## src/rtl/mwe_pkg.sv

```systemverilog
package mwe_pkg;
  // Request styles accepted on req_kind
  typedef enum logic [1:0] {
    REQ_RECT = 2'b00,
    REQ_LANE = 2'b01,
    REQ_SUB  = 2'b10,
    REQ_RSVD = 2'b11
  } req_kind_e;

  // Result kinds on rsp_kind
  typedef enum logic [1:0] {
    RES_WORD    = 2'b00,
    RES_ALL_ON  = 2'b01,
    RES_ALL_OFF = 2'b10
  } res_kind_e;

  // Fixed wire format of the mask word
  localparam int SUB_FW  = 3;
  localparam int LANE_FW = 7;
  localparam int OFF_S0  = 0;
  localparam int OFF_L0  = 3;
  localparam int OFF_S1  = 10;
  localparam int OFF_L1  = 13;
  localparam int WORD_W  = OFF_L1 + LANE_FW;

  // Bound ports carry one extra bit so that "count" itself is expressible
  localparam int SUB_BW  = SUB_FW + 1;
  localparam int LANE_BW = LANE_FW + 1;

  typedef struct packed {
    logic [SUB_FW-1:0]  s_first;
    logic [LANE_FW-1:0] l_first;
    logic [SUB_FW-1:0]  s_last;
    logic [LANE_FW-1:0] l_last;
  } rect_t;
endpackage

```

## src/rtl/mwe_normalize.sv

```systemverilog
module mwe_normalize
  import mwe_pkg::*;
#(
  parameter int SUBLANES = 8,
  parameter int LANES    = 128
) (
  input  logic [1:0]         kind,
  input  logic [SUB_BW-1:0]  sub_lo,
  input  logic [SUB_BW-1:0]  sub_hi,
  input  logic [LANE_BW-1:0] lane_lo,
  input  logic [LANE_BW-1:0] lane_hi,
  output logic               bad,
  output logic               full,
  output logic               empty,
  output rect_t              rect
);
  localparam logic [SUB_BW-1:0]  S_CNT  = SUB_BW'(SUBLANES);
  localparam logic [LANE_BW-1:0] L_CNT  = LANE_BW'(LANES);
  localparam logic [SUB_BW-1:0]  S_LAST = SUB_BW'(SUBLANES - 1);
  localparam logic [LANE_BW-1:0] L_LAST = LANE_BW'(LANES - 1);

  // Half-open ends turned into inclusive ends
  logic [SUB_BW-1:0]  sub_hi_m1;
  logic [LANE_BW-1:0] lane_hi_m1;
  assign sub_hi_m1  = sub_hi - 1'b1;
  assign lane_hi_m1 = lane_hi - 1'b1;

  always_comb begin
    bad   = 1'b0;
    full  = 1'b0;
    empty = 1'b0;
    rect  = '0;
    case (req_kind_e'(kind))
      REQ_RECT: begin
        bad  = (sub_lo >= S_CNT) || (sub_hi >= S_CNT) ||
               (lane_lo >= L_CNT) || (lane_hi >= L_CNT);
        full = (sub_lo == '0) && (sub_hi == S_LAST) &&
               (lane_lo == '0) && (lane_hi == L_LAST);
        rect.s_first = sub_lo[SUB_FW-1:0];
        rect.s_last  = sub_hi[SUB_FW-1:0];
        rect.l_first = lane_lo[LANE_FW-1:0];
        rect.l_last  = lane_hi[LANE_FW-1:0];
      end
      REQ_LANE: begin
        bad   = (lane_hi > L_CNT) || (lane_lo > lane_hi);
        full  = (lane_lo == '0) && (lane_hi == L_CNT);
        empty = (lane_lo == lane_hi);
        rect.s_first = '0;
        rect.s_last  = S_LAST[SUB_FW-1:0];
        rect.l_first = lane_lo[LANE_FW-1:0];
        rect.l_last  = lane_hi_m1[LANE_FW-1:0];
      end
      REQ_SUB: begin
        bad   = (sub_hi > S_CNT) || (sub_lo > sub_hi);
        full  = (sub_lo == '0) && (sub_hi == S_CNT);
        empty = (sub_lo == sub_hi);
        rect.s_first = sub_lo[SUB_FW-1:0];
        rect.s_last  = sub_hi_m1[SUB_FW-1:0];
        rect.l_first = '0;
        rect.l_last  = L_LAST[LANE_FW-1:0];
      end
      default: bad = 1'b1;
    endcase
  end
endmodule

```

## src/rtl/mwe_pack.sv

```systemverilog
module mwe_pack
  import mwe_pkg::*;
(
  input  rect_t              rect,
  output logic [WORD_W-1:0]  word
);
  always_comb begin
    word = '0;
    word[OFF_S0 +: SUB_FW]  = rect.s_first;
    word[OFF_L0 +: LANE_FW] = rect.l_first;
    word[OFF_S1 +: SUB_FW]  = rect.s_last;
    word[OFF_L1 +: LANE_FW] = rect.l_last;
  end
endmodule

```

## src/rtl/mask_word_encoder.sv

```systemverilog
module mask_word_encoder
  import mwe_pkg::*;
#(
  parameter int SUBLANES = 8,
  parameter int LANES    = 128
) (
  input  logic                clk,
  input  logic                rst,
  input  logic                req_valid,
  input  logic [1:0]          req_kind,
  input  logic [SUB_BW-1:0]   req_sub_lo,
  input  logic [SUB_BW-1:0]   req_sub_hi,
  input  logic [LANE_BW-1:0]  req_lane_lo,
  input  logic [LANE_BW-1:0]  req_lane_hi,
  output logic                rsp_valid,
  output logic                rsp_error,
  output logic [1:0]          rsp_kind,
  output logic [WORD_W-1:0]   rsp_word
);
  logic              n_bad, n_full, n_empty;
  rect_t             n_rect;
  logic [WORD_W-1:0] n_word;

  mwe_normalize #(.SUBLANES(SUBLANES), .LANES(LANES)) u_norm (
    .kind   (req_kind),
    .sub_lo (req_sub_lo),
    .sub_hi (req_sub_hi),
    .lane_lo(req_lane_lo),
    .lane_hi(req_lane_hi),
    .bad    (n_bad),
    .full   (n_full),
    .empty  (n_empty),
    .rect   (n_rect)
  );

  mwe_pack u_pack (
    .rect(n_rect),
    .word(n_word)
  );

  always_ff @(posedge clk) begin
    if (rst) begin
      rsp_valid <= 1'b0;
      rsp_error <= 1'b0;
      rsp_kind  <= RES_WORD;
      rsp_word  <= '0;
    end else begin
      rsp_valid <= req_valid && !n_bad;
      rsp_error <= req_valid && n_bad;
      rsp_kind  <= RES_WORD;
      rsp_word  <= '0;
      if (req_valid && !n_bad) begin
        if (n_full)       rsp_kind <= RES_ALL_ON;
        else if (n_empty) rsp_kind <= RES_ALL_OFF;
        else              rsp_word <= n_word;
      end
    end
  end

  p_one_of_r2: assert property (@(posedge clk) disable iff (rst)
    !(rsp_valid && rsp_error));
  p_answer_r2: assert property (@(posedge clk) disable iff (rst)
    req_valid |=> (rsp_valid || rsp_error));
  p_quiet_r2: assert property (@(posedge clk) disable iff (rst)
    !req_valid |=> !(rsp_valid || rsp_error));
  p_err_clear_r11: assert property (@(posedge clk) disable iff (rst)
    rsp_error |-> (rsp_word == '0 && rsp_kind == RES_WORD));
  p_rsvd_fails_r11: assert property (@(posedge clk) disable iff (rst)
    (req_valid && req_kind == REQ_RSVD) |=> rsp_error);
  p_const_zero_r4: assert property (@(posedge clk) disable iff (rst)
    (rsp_valid && rsp_kind != RES_WORD) |-> rsp_word == '0);
  p_lane_rows_r6: assert property (@(posedge clk) disable iff (rst)
    (req_valid && req_kind == REQ_LANE) |=>
      (!rsp_valid || rsp_kind != RES_WORD ||
       (rsp_word[OFF_S0 +: SUB_FW] == '0 &&
        rsp_word[OFF_S1 +: SUB_FW] == SUB_FW'(SUBLANES - 1))));
endmodule

```

## config.mk

```make
export PLATFORM = sky130hd
export DESIGN_NAME = mask_word_encoder
export DESIGN_NICKNAME = d
export VERILOG_FILES = /design/src/rtl/mwe_pkg.sv /design/src/rtl/mwe_normalize.sv /design/src/rtl/mwe_pack.sv /design/src/rtl/mask_word_encoder.sv
export SDC_FILE = /design/constraint.sdc
export NUM_CORES = 1
export LEC_CHECK = 0
export BUFFER_PORTS_ARGS = -buffer_cell sky130_fd_sc_hd__buf_2
export CORE_AREA = 3 3 76 49
export CTS_BUF_LIST = sky130_fd_sc_hd__clkbuf_4
export DETAILED_ROUTE_END_ITERATION = 10
export DIE_AREA = 0 0 79 52
export PLACE_DENSITY = 0.8
export SLEW_MARGIN = 10
export SYNTH_ARGS = -nofsm -noshare
export SYNTH_HDL_FRONTEND = slang
export SYNTH_SLANG_ARGS = --single-unit
```

## constraint.sdc

```tcl
create_clock -name clk -period 2.7 [get_ports clk]
set_input_delay 0.27 -clock clk [delete_from_list [all_inputs] [get_ports clk]]
set_output_delay 0.27 -clock clk [all_outputs]
set_load 0.02 [all_outputs]
```

### Yosys cells after proc, flatten, opt, wreduce, memory -nomap -nowiden

Cells that the tools add are included.

* register bits after elaboration: 24
* bits of input ports: 29
* output and inout bits: 24
* word-level logic and storage cells: 49

* add/sub/neg operators: 2
* $lt $le $gt $ge: 8
* eq/ne operators: 8
* multiplexer cells: 6
* bitwise gates (word level): 1
* reductions and logical operators: 19

Operators by type and width (count)
* 20-bit case mux with 3 select lines: 1
* 8-bit >= comparator, second input constant: 2
* 8-bit by 7-bit == test with 1-bit output, second input constant: 1
* 8-bit == test: 1
* 8-bit == test, second input constant: 1
* 4-bit >= comparator, second input constant: 2
* 8-bit > comparator: 1
* 8-bit > comparator, second input constant: 1
* 8-bit zero test: 1
* 1-bit logical AND: 7
* 7-bit by 1-bit subtractor with 7-bit output, second input constant: 1
* 1-bit case mux with 3 select lines: 2
* 1-bit logical OR: 5
* 4-bit by 3-bit == test with 1-bit output, second input constant: 1
* 4-bit == test: 1
* 4-bit == test, second input constant: 1
* 4-bit > comparator: 1
* 4-bit > comparator, second input constant: 1
* 4-bit zero test: 1
* 4-bit OR reduction: 1
* 3-bit OR reduction: 1
* 3-bit by 1-bit subtractor with 3-bit output, second input constant: 1
* 2-bit by 1-bit == test with 1-bit output, second input constant: 1
* 2-bit == test, second input constant: 1
* 7 further kinds: 7

### Longest topological paths before layout

* depth in word-level cells: 9
* gate-level depth with buffers: 9

### By module

Synthesis repeated with hierarchy kept, for this count alone.

* cell total of the unflattened synthesis: 211
* area total of the unflattened synthesis: 1754.2 sq um

Modules (own cells, without submodules)
* mwe_normalize: times used 1, cells each 137, area an instance 918.4 sq um, sequential area each 0.0 sq um
* mask_word_encoder: times used 1, cells each 54, area an instance 685.7 sq um, sequential area each 480.5 sq um
* mwe_pack: times used 1, cells each 20, area an instance 150.1 sq um, sequential area each 0.0 sq um

### Worst setup path before layout

Ideal clock, no wire load.

* path kind: input -> register
* from: input req_sub_lo[2]
* to: register rsp_word[11]
* setup time: 122 ps
* arrival: 1827 ps
* data required time: 2578 ps
* slack: 751 ps
* stages: 7
* path buffers: 1
* cell sequence: or4_4 -> or4_4 -> a21oi_4 -> nor3_2 -> nand4_4 -> buf_12 -> nor2_2

* cells in the longest elaborated chain, start to end: 9
* elaborated cells on any way between the ends: 19

Ends and longest elaborated chain
* from (decl): line mask_word_encoder.sv:11 `input logic [SUB_BW-1:0] req_sub_lo,`
* 4-bit >= comparator: line mwe_normalize.sv:35 `bad = (sub_lo >= S_CNT) || (sub_hi >= S_CNT) ||`
* 1-bit logical OR (2 in a row): line mwe_normalize.sv:35
* 1-bit logical OR: line mwe_normalize.sv:36 `(lane_lo >= L_CNT) || (lane_hi >= L_CNT);`
* 1-bit case mux with 3 select lines: line mwe_normalize.sv:33 `case (req_kind_e'(kind))`
* 1-bit zero test: line mask_word_encoder.sv:52 `if (req_valid && !n_bad) begin`
* 1-bit logical AND: line mask_word_encoder.sv:52
* 1-bit NOT (no source line)
* 4-bit OR reduction (no source line) (*)
* to (signal assigned): line mask_word_encoder.sv:55 `else rsp_word <= n_word;`
* to (decl): line mask_word_encoder.sv:18 `output logic [WORD_W-1:0] rsp_word`

Mark *: on every way between the ends. The rest lies on a longest branch, timed or not.
A chain may end at the register's enable or synchronous reset.

### Worst setup path in the final report

* from: input req_lane_hi[0]
* to: register rsp_word[8]

* cells in the longest elaborated chain, start to end: 7
* elaborated cells on any way between the ends: 17

Ends and longest elaborated chain
* from (decl): line mask_word_encoder.sv:14 `input logic [LANE_BW-1:0] req_lane_hi,`
* 8-bit > comparator or 8-bit >= comparator (tied branches): line mwe_normalize.sv:45, mwe_normalize.sv:36
* 1-bit logical OR (on tied branches): line mwe_normalize.sv:45, mwe_normalize.sv:36
* 1-bit case mux with 3 select lines: line mwe_normalize.sv:33
* 1-bit zero test: line mask_word_encoder.sv:52
* 1-bit logical AND: line mask_word_encoder.sv:52
* 1-bit NOT (no source line)
* 4-bit OR reduction (no source line) (*)

Marks and branches as above.

==> impl_metrics.ini <==
[run_status]
status = finished, final reports clean

[timing]
maxSlewHeadroom_pct = 59.3
finalCriticalPeriod_ps = 1920
worst_pin_slew_ps = 611
finalHoldViolations = 0
rsz0062_at_grt = no
fin_crit_sh_pct = 71.1
holdWs_ps = 187
final_max_slew_viol_count = 0
setup_viol = 0
fmax_mhz = 521
tns_ps = 0

[layout]
instances_no_fill = 275
nNetsFinal = 282
drive_above_1_share_pct = 32.6
area_growth_pct = 17.5
fin_util_pct = 59.2
final_cell_area_sq_um = 1870
num_antenna_cells = 0

[logic_synthesis]
synth_nets = 229
synth-edff-count = 0
syn-cell-area_sq_um = 1590
seq_area_frac_synth_pct = 30.1
synth.avg_cell_area_sq_um = 8.96
synth_ff_type = dfxtp_1
async_flop_share_pct = 0
synthCells = 178
yosys_warnings = 0
synth.distinct_cells = 39
synth-seq-cells = 24

[placement]
dp.cells = 271
dp.final_hpwl_um = 2910
gp_congestion = 0.818
post_dp_cell_area_sq_um = 1850
io_buffers = 52

[critical_path]
cp.buffers_inverters = 2
slowest_delay_ps = 370
worstSetupEndpointType = flip-flop
worstPathMaxFanout = 15
cp_top_family = simple AND/OR/NAND/NOR gates
cp_slowest_cell = nand4_4
worstPathCellList = buf_2 > inv_1 > ha_1 > nor3b_1 > a21o_1 > o21ai_0 > o311ai_2 > nand4_4 > nor3b_1
cp.arrival_ps = 2170
startpoint_type = primary input
worst-setup-path-type = primary input to flip-flop
worstPathRequired_ps = 2950
cpMostUsedCell = nor3b_1

[clock_network]
htreeDepth = 1
clk_pin_slew_ps = 130
post_cts_resized = 0
cts.sinks = 24
post_cts_buffers = 0
holdBufCountCts = 0
cts_root_buf = clkbuf_4
clock_path_buffers = 2
cts_made_buffers = 3
cts_tree = done

[drt]
firstDrtPassIters = 5
vias = 1451
drt_wl_total_um = 3600
wl_per_cell_um = 13.1
drc = 0
final_antenna_net_count = 0
drt-initial-drc-count = 92
viasPerCell = 5.28

[die]
core_area_sq_um = 3160
num_rows = 16
die_x_um = 79
initial_utilization_pct = 50.4
die-area_sq_um = 4110
boundaryPins = 53
die_h_um = 52

[global_route]
grt_max_degree = 18
grt_pass1_vias = 1291
antenna_found_initial = 0
overflow = 0
grt_pass1_wl_um = 6000
grt_usage_pct = 18.5

[power]
max-vdd-ir-drop_uv = 198
p_leak_nw = 0.898
power_density_nw_per_um2 = 377

[run]
maxCapViolCount = 0

[hold_path]
hp-class = primary input to flip-flop
[layer usage]
metal | global-route usage (%) | share of wire (%) | vias up | wire (um)
met2 | 27.0 | 37 | 54 | 1350
met1 | 27.4 | 54 | 656 | 1930
met4 | 1.71 | 0.25 | 0 | 9
met3 | 5.54 | 8.7 | 2 | 312
met5 | 0 | 0 | - | 0
li1 | - | - | 739 | -
[layout by cell type (no fill, tap or decap), drive strengths merged, types with 2 or more instances in the layout]
cell type / netlist / layout
buf: 1 / 53
dfxtp: 24 / 24
ha: 22 / 22
nor2: 21 / 21
inv: 20 / 20
nand2: 11 / 11
a21oi: 11 / 11
nor3: 10 / 10
nand4: 6 / 6
a31oi: 5 / 5
nor3b: 5 / 5
a221oi: 5 / 5
o21ai: 4 / 4
a211oi: 3 / 3
nand3: 3 / 3
clkbuf: 3 / 3
or4: 3 / 3
nand2b: 2 / 2
nor4: 2 / 2
and2b: 2 / 2
nand3b: 2 / 2
xnor2: 2 / 2
[Yosys cell counts, types with 2 or more instances]
cell,count,share of area (%)
or4_4,2,1.4
nand3b_1,2,0.94
ha_1,22,17
a221oi_1,5,2.7
nand3_1,3,0.94
clkbuf_8,3,2.6
a21oi_2,2,1.1
xnor2_1,2,1.1
nand4_1,5,2.0
nor3b_1,5,2.4
dfxtp_1,24,30
nor3_2,2,1.3
a21oi_1,8,2.5
a31oi_1,5,2.0
nor3_1,8,2.5
nor2_2,8,3.1
nor2_1,13,3.1
inv_1,20,4.7
nand2b_1,2,0.78
nand2_1,11,2.6
nor4_1,2,0.78
o21ai_0,4,1.3
a211oi_1,3,1.4
and2b_1,2,0.94
[power breakdown]
part           internal (mW)  switching [mW]
sequential             0.362         0.00162
combinational         0.0692           0.110
clock                 0.0541           0.110
[through the flow]
stage | total power [mW] | worst slack [ps]
2_1_floorplan | 0.490 | 751
3_3_place_gp | 0.546 | 500
3_5_place_dp | 0.549 | 440
4_1_cts | 0.714 | 785
5_1_grt | 0.753 | 567
6_report | 0.707 | 781
[path summary, 6_finish.rpt]
check	slack, ps	endpoint	startpoint	depth (start not counted)
worst max-delay path	780	rsp_word[8]$_SDFF_PP0_	req_lane_hi[0]	9
worst min-delay path	190	rsp_word[1]$_SDFF_PP0_	req_sub_lo[1]	3
[sequential cells by signal, indices dropped and copies added, names as in the netlist]
name / count
rsp_valid: 1
rsp_error: 1
rsp_kind: 2
rsp_word: 20
[tightest hold or removal path, delay by kind of cell]
kind,cells,cell delay [ps]
buffers and inverters,1,120
and+or+nand+nor,2,80
[layout make-up]
cell class,instances,area [sq um]
flip-flops and latches,24,480
multi-input cells,129,967
inverters,20,75.1
clock inverters,1,3.75
clock buffers,3,22.5
repair buffers,53,268
well taps,45,56.3
fillers,308,1290
[cells by family after synthesis]
| logic type | share of synthesized area [%] |
|---|---|
| flip-flops | 30.1 |
| XOR/XNOR | 1.65 |
| adder cells (fa/ha/maj) | 17.3 |
| AND/OR/NAND/NOR | 25.7 |
| buffers and inverters | 9.18 |
| AO/OA/AOI/OAI | 16.1 |
Note: power is estimated with default switching activity, not from simulation.
